### src/rtl/zol_pkg.sv
package zol_pkg;

  typedef enum logic [1:0] {
    START_NONE,
    START_PUSH,
    START_SKIP,
    START_OVF
  } start_act_e;

  typedef enum logic [1:0] {
    END_NONE,
    END_BACK,
    END_EXIT
  } end_act_e;

endpackage

### src/rtl/zol_stack.sv
module zol_stack #(
  parameter int AW    = 16,
  parameter int CW    = 16,
  parameter int DEPTH = 6,
  localparam int DW   = $clog2(DEPTH + 1)
) (
  input  logic          clk_i,
  input  logic          rst_ni,
  input  logic          push_i,
  input  logic [CW-1:0] push_cnt_i,
  input  logic [AW-1:0] push_start_i,
  input  logic [AW-1:0] push_end_i,
  input  logic          dec_i,
  input  logic          pop_i,
  output logic [CW-1:0] top_cnt_o,
  output logic [AW-1:0] top_start_o,
  output logic [AW-1:0] top_end_o,
  output logic [DW-1:0] depth_o,
  output logic          full_o,
  output logic          empty_o
);

  logic [DW-1:0] depth_q;
  logic [CW-1:0] cnt_w   [DEPTH];
  logic [AW-1:0] start_w [DEPTH];
  logic [AW-1:0] end_w   [DEPTH];
  logic [DW-1:0] top_idx;

  always_ff @(posedge clk_i or negedge rst_ni) begin
    if (!rst_ni)     depth_q <= '0;
    else if (push_i) depth_q <= depth_q + DW'(1);
    else if (pop_i)  depth_q <= depth_q - DW'(1);
  end

  for (genvar i = 0; i < DEPTH; i++) begin : g_ent
    logic [CW-1:0] cnt_q;
    logic [AW-1:0] start_q, end_q;
    always_ff @(posedge clk_i or negedge rst_ni) begin
      if (!rst_ni) begin
        cnt_q   <= '0;
        start_q <= '0;
        end_q   <= '0;
      end else if (push_i && depth_q == DW'(i)) begin
        cnt_q   <= push_cnt_i;
        start_q <= push_start_i;
        end_q   <= push_end_i;
      end else if (dec_i && depth_q == DW'(i + 1)) begin
        cnt_q   <= cnt_q - CW'(1);
      end
    end
    assign cnt_w[i]   = cnt_q;
    assign start_w[i] = start_q;
    assign end_w[i]   = end_q;
  end

  assign empty_o = (depth_q == '0);
  assign full_o  = (depth_q == DW'(DEPTH));
  assign depth_o = depth_q;
  assign top_idx = depth_q - DW'(1);

  always_comb begin
    top_cnt_o   = '0;
    top_start_o = '0;
    top_end_o   = '0;
    if (!empty_o) begin
      top_cnt_o   = cnt_w[top_idx];
      top_start_o = start_w[top_idx];
      top_end_o   = end_w[top_idx];
    end
  end

  a_r6_push_grows: assert property (@(posedge clk_i) disable iff (!rst_ni)
    push_i |=> depth_q == $past(depth_q) + DW'(1));

  a_r4_pop_shrinks: assert property (@(posedge clk_i) disable iff (!rst_ni)
    pop_i |=> depth_q == $past(depth_q) - DW'(1));

  a_r7_no_push_when_full: assert property (@(posedge clk_i) disable iff (!rst_ni)
    full_o |-> !push_i);

  always_comb a_r7_depth_bound: assert (depth_q <= DW'(DEPTH));

endmodule

### src/rtl/zol_refill.sv
module zol_refill #(
  parameter int AW          = 16,
  parameter int FETCH_DEPTH = 3,
  localparam int PW         = $clog2(FETCH_DEPTH + 1)
) (
  input  logic          clk_i,
  input  logic          rst_ni,
  input  logic          kick_i,
  input  logic [AW-1:0] body_len_i,
  output logic          stall_o
);

  if (FETCH_DEPTH > 1) begin : g_stall
    logic [PW-1:0] wait_q;
    always_ff @(posedge clk_i or negedge rst_ni) begin
      if (!rst_ni)
        wait_q <= '0;
      else if (kick_i && body_len_i < AW'(FETCH_DEPTH))
        wait_q <= PW'(AW'(FETCH_DEPTH) - body_len_i);
      else if (wait_q != '0)
        wait_q <= wait_q - PW'(1);
    end
    assign stall_o = (wait_q != '0);
  end else begin : g_nostall
    assign stall_o = 1'b0;
  end

  // a jump back can only be taken on an accepted fetch
  a_r8_no_kick_in_stall: assert property (@(posedge clk_i) disable iff (!rst_ni)
    stall_o |-> !kick_i);

endmodule

### src/rtl/zol_ctrl.sv
module zol_ctrl import zol_pkg::*; #(
  parameter int AW = 16,
  parameter int CW = 16
) (
  input  logic          fetch_vld_i,
  input  logic          start_i,
  input  logic [CW-1:0] count_i,
  input  logic          full_i,
  input  logic          empty_i,
  input  logic [AW-1:0] fetch_pc_i,
  input  logic [AW-1:0] top_end_i,
  input  logic [CW-1:0] top_cnt_i,
  output start_act_e    start_act_o,
  output end_act_e      end_act_o
);

  always_comb begin
    start_act_o = START_NONE;
    if (fetch_vld_i && start_i) begin
      if ($signed(count_i) <= 0) start_act_o = START_SKIP;
      else if (full_i)           start_act_o = START_OVF;
      else                       start_act_o = START_PUSH;
    end
  end

  // a start command in the same slot takes priority over the end check
  always_comb begin
    end_act_o = END_NONE;
    if (fetch_vld_i && !empty_i && start_act_o == START_NONE &&
        fetch_pc_i == top_end_i)
      end_act_o = (top_cnt_i > CW'(1)) ? END_BACK : END_EXIT;
  end

endmodule

### src/rtl/zol_seq.sv
module zol_seq import zol_pkg::*; #(
  parameter int AW          = 16,
  parameter int CW          = 16,
  parameter int DEPTH       = 6,
  parameter int FETCH_DEPTH = 3
) (
  input  logic          clk_i,
  input  logic          rst_ni,
  input  logic [AW-1:0] fetch_pc_i,
  input  logic          fetch_rdy_i,
  input  logic          start_i,
  input  logic [CW-1:0] count_i,
  input  logic [AW-1:0] end_addr_i,
  output logic          redirect_o,
  output logic [AW-1:0] redirect_pc_o,
  output logic          skip_o,
  output logic          stall_o,
  output logic          loop_active_o,
  output logic          expired_o,
  output logic          overflow_o
);

  localparam int DW = $clog2(DEPTH + 1);

  logic          fetch_vld;
  start_act_e    start_act;
  end_act_e      end_act;
  logic          push, pop, dec;
  logic [CW-1:0] top_cnt;
  logic [AW-1:0] top_start, top_end, body_len;
  logic [DW-1:0] depth_w;
  logic          full_w, empty_w;
  logic          overflow_q, expired_q;

  assign fetch_vld = fetch_rdy_i && !stall_o;

  zol_ctrl #(.AW(AW), .CW(CW)) u_ctrl (
    .fetch_vld_i (fetch_vld),
    .start_i     (start_i),
    .count_i     (count_i),
    .full_i      (full_w),
    .empty_i     (empty_w),
    .fetch_pc_i  (fetch_pc_i),
    .top_end_i   (top_end),
    .top_cnt_i   (top_cnt),
    .start_act_o (start_act),
    .end_act_o   (end_act)
  );

  assign push = (start_act == START_PUSH);
  assign dec  = (end_act == END_BACK);
  assign pop  = (end_act == END_EXIT);

  zol_stack #(.AW(AW), .CW(CW), .DEPTH(DEPTH)) u_stack (
    .clk_i        (clk_i),
    .rst_ni       (rst_ni),
    .push_i       (push),
    .push_cnt_i   (count_i),
    .push_start_i (fetch_pc_i + AW'(1)),
    .push_end_i   (end_addr_i),
    .dec_i        (dec),
    .pop_i        (pop),
    .top_cnt_o    (top_cnt),
    .top_start_o  (top_start),
    .top_end_o    (top_end),
    .depth_o      (depth_w),
    .full_o       (full_w),
    .empty_o      (empty_w)
  );

  assign body_len = top_end - top_start + AW'(1);

  zol_refill #(.AW(AW), .FETCH_DEPTH(FETCH_DEPTH)) u_refill (
    .clk_i      (clk_i),
    .rst_ni     (rst_ni),
    .kick_i     (dec),
    .body_len_i (body_len),
    .stall_o    (stall_o)
  );

  assign skip_o        = (start_act == START_SKIP);
  assign redirect_o    = dec || skip_o;
  assign redirect_pc_o = dec ? top_start : end_addr_i + AW'(1);
  assign loop_active_o = !empty_w;

  always_ff @(posedge clk_i or negedge rst_ni) begin
    if (!rst_ni) begin
      overflow_q <= 1'b0;
      expired_q  <= 1'b0;
    end else begin
      if (start_act == START_OVF) overflow_q <= 1'b1;
      expired_q <= pop && (depth_w == DW'(1));
    end
  end

  assign overflow_o = overflow_q;
  assign expired_o  = expired_q;

  a_r5_skip_no_push: assert property (@(posedge clk_i) disable iff (!rst_ni)
    skip_o |=> $stable(depth_w));

  a_r7_overflow_sticky: assert property (@(posedge clk_i) disable iff (!rst_ni)
    overflow_o |=> overflow_o);

  a_r9_expired_pulse: assert property (@(posedge clk_i) disable iff (!rst_ni)
    expired_o |=> !expired_o);

  a_r9_expired_idle: assert property (@(posedge clk_i) disable iff (!rst_ni)
    expired_o |-> !loop_active_o);

  a_r8_no_redirect_in_stall: assert property (@(posedge clk_i) disable iff (!rst_ni)
    stall_o |-> !redirect_o);

  a_r10_idle_not_ready: assert property (@(posedge clk_i) disable iff (!rst_ni)
    !fetch_rdy_i |-> !(redirect_o || skip_o));

  a_r10_hold_depth: assert property (@(posedge clk_i) disable iff (!rst_ni)
    !fetch_rdy_i |=> $stable(depth_w));

endmodule

### config.mk
export PLATFORM = sky130hd
export DESIGN_NAME = zol_seq
export DESIGN_NICKNAME = d
export VERILOG_FILES = /design/src/rtl/zol_pkg.sv /design/src/rtl/zol_stack.sv /design/src/rtl/zol_refill.sv /design/src/rtl/zol_ctrl.sv /design/src/rtl/zol_seq.sv
export SDC_FILE = /design/constraint.sdc
export NUM_CORES = 1
export LEC_CHECK = 0
export ABC_CLOCK_PERIOD_IN_PS = 14000
export BUFFER_PORTS_ARGS = -buffer_cell sky130_fd_sc_hd__buf_4
export CAP_MARGIN = 20
export CORE_ASPECT_RATIO = 0.7
export CORE_MARGIN = 2
export CORE_UTILIZATION = 40
export DETAILED_ROUTE_END_ITERATION = 10
export HOLD_SLACK_MARGIN = 0.08
export PLACE_DENSITY = 0.61
export SLEW_MARGIN = 15
export SYNTH_ARGS = -nofsm -noshare
export SYNTH_HDL_FRONTEND = slang
export SYNTH_SLANG_ARGS = --single-unit
export TNS_END_PERCENT = 30
### constraint.sdc
create_clock -name clk_i -period 14 [get_ports clk_i]
set_input_delay 2.8 -clock clk_i [delete_from_list [all_inputs] [get_ports clk_i]]
set_output_delay 2.8 -clock clk_i [all_outputs]
set_load 0.02 [all_outputs]
==> qor.txt, run 1 <==
outcome -> finished clean
nets -> 2160
DP Wirelength -> 42900 µm
cts bufs inserted -> 31
filler instances -> 4147
most frequent cells after synthesis -> nand2_1 (520), dfrtp_1 (295), o21ai_0 (157), nor2_1 (143), clkbuf_1 (90)
Post-synth EDFFs -> 0
critical path type -> register to output pin
Synth area leaders -> dfrtp_1 (42%), nand2_1 (11%), o21ai_0 (4.5%)
root buffer selected by CTS -> clkbuf_16
Overall Global Routing Usage -> 27.3%
PD cells -> 227 nW/µm²
postcts setup bufs -> 0
I/O pin total -> 74
Post-Syn Instances -> 2047
Pleak -> 8.85 nW
Worst Tran Pin Value -> 1.06 ns
final WL -> 61000 µm
H-tree depth -> 1
Worst slew margin -> 28.5%
MaxCap Viol Count -> 0
CP Data Arrival Time -> 6.43 ns
type of origin of the critical path -> register
Yosys cell types -> 82
IO buf count -> 73
most common flop cell mapped by yosys -> dfrtp_1
row count -> 63
most numerous cell in the Yosys netlist -> nand2_1
Vias/cell -> 5.98
FF+latch count, synth -> 295
TritonRoute pass-1 iters -> 6
setup TNS -> 0 ns
largest net degree at the start of global routing -> 118
setup ws final -> 4.77 ns
peak supply drop -> 0.133 mV
Post-DP Area -> 18400 µm²
clock buffer depth -> 3
Layout area overhead -> 12.1%
Core Region -> 42600 µm²
RSZ-0062 raised after global routing -> false
Die Wd -> 253 µm
CP required -> 11.20 ns
vias in the first global route -> 14700
min Tclk post-route -> 9.23 ns
ANT nets after route -> 0
DRC -> 0
antenna violations before repair -> 1
Mapped Area -> 17400 µm²
worst min path class -> register to register
gpl congestion -> 0.967
Crit. End Element -> output pin
Crit Path Max Fanout -> 50
routed vias -> 15800
post_cts resized -> 0
TritonCTS clock tree -> done
Initial Utilization -> 40.8%
crit share post-route -> 65.9%
Post-CTS Hold Fix Bufs -> 0
first-pass GRT wire length -> 92700 µm
clock sink count -> 295
Clock Skew -> 0.0287 ns
design area -> 19500 µm²
setup slack at placement -> 5.46 ns
area share of the largest cell type after synthesis -> 42.5%
routed len/inst -> 23.2 µm
final setup fails -> 0
leading area contributor after synthesis -> dfrtp_1
syn_nets -> 2144
Clock transition at path regs -> 0.07 ns
number of diodes -> 0
Post-synth ARST share -> 100%
Avg Inst Size Synth -> 8.49 µm²
die boundary height -> 178 µm
Pins Over Slew Limit -> 0
Worst-Skew Late Latency -> 0.60 ns
grt total ovfl -> 0
share of cells above drive strength 1 -> 11.4%
final core utilization -> 45.8%
register area share after synthesis -> 42.5%
fmax -> 108 MHz
WHS -> 0.466 ns
Initial DRC Count -> 1617
Synth warnings -> 0
Hold Fails Final Rpt -> 0
Die ar. -> 45200 µm²
final timing paths:
check | start | to | slack [ns] | cells past startpoint
setup / recovery | u_stack.depth_o[0] | redirect_pc_o[1] | 4.77 | 12
hold / removal | overflow_o | overflow_o | 0.47 | 1
setup reg to reg | u_stack.depth_o[0] | u_refill.g_stall.wait_q[1] | 7.13 | 17
hold reg to reg | overflow_o | overflow_o | 0.47 | 1
max in group asynchronous | rst_ni | u_stack.g_ent[4].end_q[13] | 9.48 | 3
min in group asynchronous | rst_ni | expired_o | 2.31 | 1
where the power goes:
| group | switching [mW] | leakage, nW | internal, mW |
|---|---|---|---|
| Combinational | 1.34 | 4.44 | 0.847 |
| Clock | 0.366 | 0.527 | 0.524 |
| Sequential | 0.237 | 3.89 | 1.10 |
critical path: stages (launching register included):
cell and delay [ns]:
dfrtp_4 1.04, inv_1 0.35, ha_2 0.69, buf_4 0.61
mux4_2 0.36, nand2_1 0.08, and3_1 0.25, or3b_2 0.48
and4bb_1 0.31, and4_2 0.53, buf_4 0.49, mux2_2 0.42
buf_4 0.16
cell usage in the layout, fill, tap and decap left out, types with 36 or more instances in the layout:
| cell | netlist | layout |
|---|---|---|
| o21ai_0 | 157 | 157 |
| buf_4 | 4 | 105 |
| a21oi_1 | 83 | 82 |
| inv_1 | 65 | 65 |
| nand3_1 | 65 | 65 |
| xnor2_1 | 36 | 36 |
| nor3_1 | 73 | 73 |
| dfrtp_1 | 295 | 294 |
| nand2_1 | 520 | 514 |
| xor2_1 | 37 | 37 |
| ha_1 | 44 | 43 |
| nor2_1 | 143 | 137 |
state kept, by name, indices dropped and copies added, names as in the netlist:
register                 count
u_stack.g_ent.cnt_q         96
u_stack.g_ent.end_q         96
u_stack.g_ent.start_q       96
u_stack.depth_o              3
u_refill.g_stall.wait_q      2
expired_o                    1
overflow_o                   1
per-stage QoR:
step / cells / total power [mW]
6_report: 2636 / 4.42
5_1_grt: 2636 / 4.70
4_1_cts: 2634 / 4.38
3_5_place_dp: 2580 / 3.48
3_3_place_gp: 2580 / 3.46
2_1_floorplan: 2047 / 2.83
per-layer routing:
| metal | routed length, µm | share of wire, % | global-route usage, % | vias up |
|---|---|---|---|---|
| li1 | - | - | - | 7200 |
| met2 | 25100 | 41 | 38.4 | 698 |
| met3 | 6120 | 10 | 7.87 | 97 |
| met5 | 85 | 0.14 | 1.32 | - |
| met1 | 27900 | 46 | 40.3 | 7759 |
| met4 | 1750 | 2.9 | 7.52 | 4 |
layout make-up:
| cell class | instances | area (µm²) | share of cell area (%) |
|---|---|---|---|
| Timing Repair Buffer | 107 | 811 | 4.16 |
| Tap cell | 552 | 691 | 3.55 |
| Multi-Input combinational cell | 1563 | 9270 | 47.6 |
| Clock buffer | 40 | 860 | 4.41 |
| Sequential cell | 295 | 7390 | 37.9 |
| Clock inverter | 14 | 219 | 1.12 |
| Inverter | 65 | 244 | 1.25 |
logic make-up after synthesis:
logic type	after synthesis	synth area share (%)
flip-flops	295	42.5
AND/OR/NAND/NOR	962	24.7
adder cells (fa/ha/maj)	45	3.28
buffers and inverters	189	4.47
multiplexers	77	6.92
AO/OA/AOI/OAI	405	14.4
XOR/XNOR	74	3.77
Note: power is estimated with default switching activity, not from simulation.
==> run 2: changes to the inputs <==
Settings changed: ABC_CLOCK_PERIOD_IN_PS 14000 to 9000.
Clock period 14 ns to 9 ns, I/O delays scaled along.
==> run 2 against run 1 <==
Global-route usage decreased by 0.19 points. Final cell count about the same. Via count shrank 0.43%. Non-clock buffer count shrank 2. Count of clock-buffer cells in the layout fell by 1. Critical path depth down 1. Register-to-register slack got worse by 4.6 ns. Worst setup slack worse by 3.5 ns. Largest power group unchanged.
==> qor.txt, run 2 (synthesis results as in run 1) <==
outcome -> finished clean
nets -> 2158 (-0.093%)
final setup fails -> 0 (unchanged)
peak supply drop -> 0.178 mV (+33%)
Clk pwr share -> 20.8% (+0.7 points)
worst min path class -> register to register
ANT nets after route -> 0 (unchanged)
Initial DRC Count -> 1686 (+4.3%)
antenna violations before repair -> 0 (-1)
Die Wd -> 253 µm (unchanged)
root buffer selected by CTS -> clkbuf_16
crit-path cells -> inv_1 > ha_2 > buf_4 > mux4_2 > nand2_1 > and3_1 > or3b_2 > and4bb_1 > and4_2 > mux2_2 > buf_4
largest registers -> u_stack.g_ent.cnt_q (96), u_stack.g_ent.end_q (96), u_stack.g_ent.start_q (96)
power share of the combinational group -> 49.0% (-0.5 points)
Worst-Skew Late Latency -> 0.60 ns (about the same)
first-pass GRT wire length -> 93200 µm (+0.47%)
DP Wirelength -> 42200 µm (-1.6%)
Hold Fails Final Rpt -> 0 (unchanged)
Die ar. -> 45200 µm² (unchanged)
Post-DP Area -> 18400 µm² (about the same)
Clock transition at path regs -> 0.06 ns (about the same)
fmax -> 130 MHz
design area -> 19500 µm² (+0.12%)
cell mode on critical path -> buf_4
GR met3 Demand/Resource -> 5.63% (-2.2 points)
Worst Path Buf+Inv -> 3 (-1)
number of diodes -> 0 (unchanged)
total power -> 6.87 mW (+55%)
most frequent cells in the layout -> nand2_1 (514), dfrtp_1 (294), o21ai_0 (157), nor2_1 (137), buf_4 (102)
Vias/cell -> 5.95 (-0.50%)
I/O pin total -> 74 (unchanged)
post_cts resized -> 0 (unchanged)
Core Region -> 42600 µm² (unchanged)
WHS -> 0.470 ns (+0.00423 ns)
met1 Use GR -> 40.6% (+0.33 points)
clock sink count -> 295 (unchanged)
cts bufs inserted -> 31 (unchanged)
grt total ovfl -> 0 (unchanged)
H-tree depth -> 1 (unchanged)
Initial Utilization -> 40.8% (unchanged)
Clock Skew -> 0.0217 ns (-0.00694 ns)
largest net degree at the start of global routing -> 120 (+1.7%)
Pleak -> 8.86 nW (+0.12%)
Post-CTS Hold Fix Bufs -> 0 (unchanged)
setup TNS -> 0 ns (unchanged)
min Tclk post-route -> 7.71 ns
TritonRoute pass-1 iters -> 6 (unchanged)
MaxCap Viol Count -> 0 (unchanged)
Overall Global Routing Usage -> 27.1% (-0.19 points)
Layout area overhead -> 12.2%
filler instances -> 4134 (-0.31%)
IO buf count -> 73 (unchanged)
clock buffer depth -> 3 (unchanged)
Sw Share -> 43.6% (-0.36 points)
final WL -> 60300 µm (-1.2%)
sw power -> 3.00 mW (+54%)
share of cells above drive strength 1 -> 11.5% (+0.085 points)
met2 track demand over resource -> 39.5% (+1.1 points)
critical path's top delay family -> simple AND/OR/NAND/NOR gates
RSZ-0062 raised after global routing -> false
slowest cell on the critical path -> dfrtp_4
Worst slew margin -> 22.8% (-5.7 points)
max incr delay on CP -> 0.85 ns (-0.19 ns)
gpl congestion -> 0.953 (-1.4%)
PD cells -> 352 nW/µm² (+55%)
Crit. End Element -> output pin
Cell Count, Final, Fillers Out -> 2638 (+0.076%)
routed vias -> 15700 (-0.43%)
total internal power -> 3.87 mW (+56%)
Crit Path Max Fanout -> 39 (-22%)
postcts setup bufs -> 0 (unchanged)
register area -> 7390 µm² (unchanged)
commonest non-fill, non-tap cell in the layout -> nand2_1
DRC -> 0 (unchanged)
routed len/inst -> 22.9 µm (-1.2%)
Worst Tran Pin Value -> 1.15 ns (+0.0848 ns)
CP required -> 7.20 ns (-4.00 ns)
row count -> 63 (unchanged)
Seq pwr share -> 30.2% (about the same)
Pins Over Slew Limit -> 0 (unchanged)
CP Data Arrival Time -> 5.91 ns (-0.52 ns)
critical path type -> register to output pin
Inst Count DP -> 2579 (-0.039%)
vias in the first global route -> 15000 (+2.4%)
type of origin of the critical path -> register
TritonCTS clock tree -> done
die boundary height -> 178 µm (unchanged)
grt peak-use layer -> met1
footprint of the multi-input gates -> 9270 µm² (about the same)
crit share post-route -> 85.6%
run 2: power by group through the flow:
stage / Sequential, mW / Clock, mW / Combinational (mW)
after global routing: 2.13 / 1.50 / 3.67
final: 2.07 / 1.43 / 3.37
after CTS: 2.07 / 1.45 / 3.30
after floorplan: 1.94 / 0 / 2.45
after global placement: 2.07 / 0 / 3.26
after detailed placement: 2.08 / 0 / 3.27
run 2: per-layer routing:
metal / vias to the layer above / routed length (µm)
met5: - / 0
met4: 0 / 1470
met3: 101 / 5590
met2: 701 / 25200
met1: 7718 / 28100
li1: 7171 / -
run 2: layout make-up:
class | count | area share [%]
timing repair buffer | 105 | 4.10
sequential | 295 | 37.9
tap | 552 | 3.54
clock inverter | 19 | 1.33
clock buffer | 39 | 4.39
multi-input combinational | 1563 | 47.5
inverter | 65 | 1.25
run 2: final timing paths:
check / startpoint / cells past startpoint / slack, ns / endpoint
max: u_stack.depth_o[0] / 11 / 1.29 / redirect_pc_o[1]
min: u_stack.g_ent[5].end_q[2] / 2 / 0.47 / u_stack.g_ent[5].end_q[2]
max in group asynchronous: rst_ni / 2 / 6.18 / u_stack.g_ent[5].end_q[11]
min reg2reg: u_stack.g_ent[5].end_q[2] / 2 / 0.47 / u_stack.g_ent[5].end_q[2]
min in group asynchronous: rst_ni / 1 / 1.28 / expired_o
max reg2reg: u_stack.depth_o[0] / 17 / 2.50 / u_refill.g_stall.wait_q[1]
run 2: worst reg2reg max path: stages, from the launching register on:
cell and delay, ns:
dfrtp_4 0.85, inv_1 0.31, ha_1 0.41, xnor2_4 0.46, buf_4 0.64, nor3_1 0.15
o21ai_0 0.91, ha_1 0.41, ha_1 0.37, inv_1 0.11, a222oi_1 0.37, nand4_1 0.14
nor3_1 0.18, and3_1 0.18, o2111ai_1 0.09, nor4b_1 0.32, and4_1 0.31, mux2i_1 0.21
run 2: stage by stage:
step	util (%)	setup WS (ns)
floorplan	-	3.26
global placement	43.1	2.01
detailed placement	43.2	1.93
CTS	45.8	1.29
global route	45.8	1.02
finish	45.8	1.29
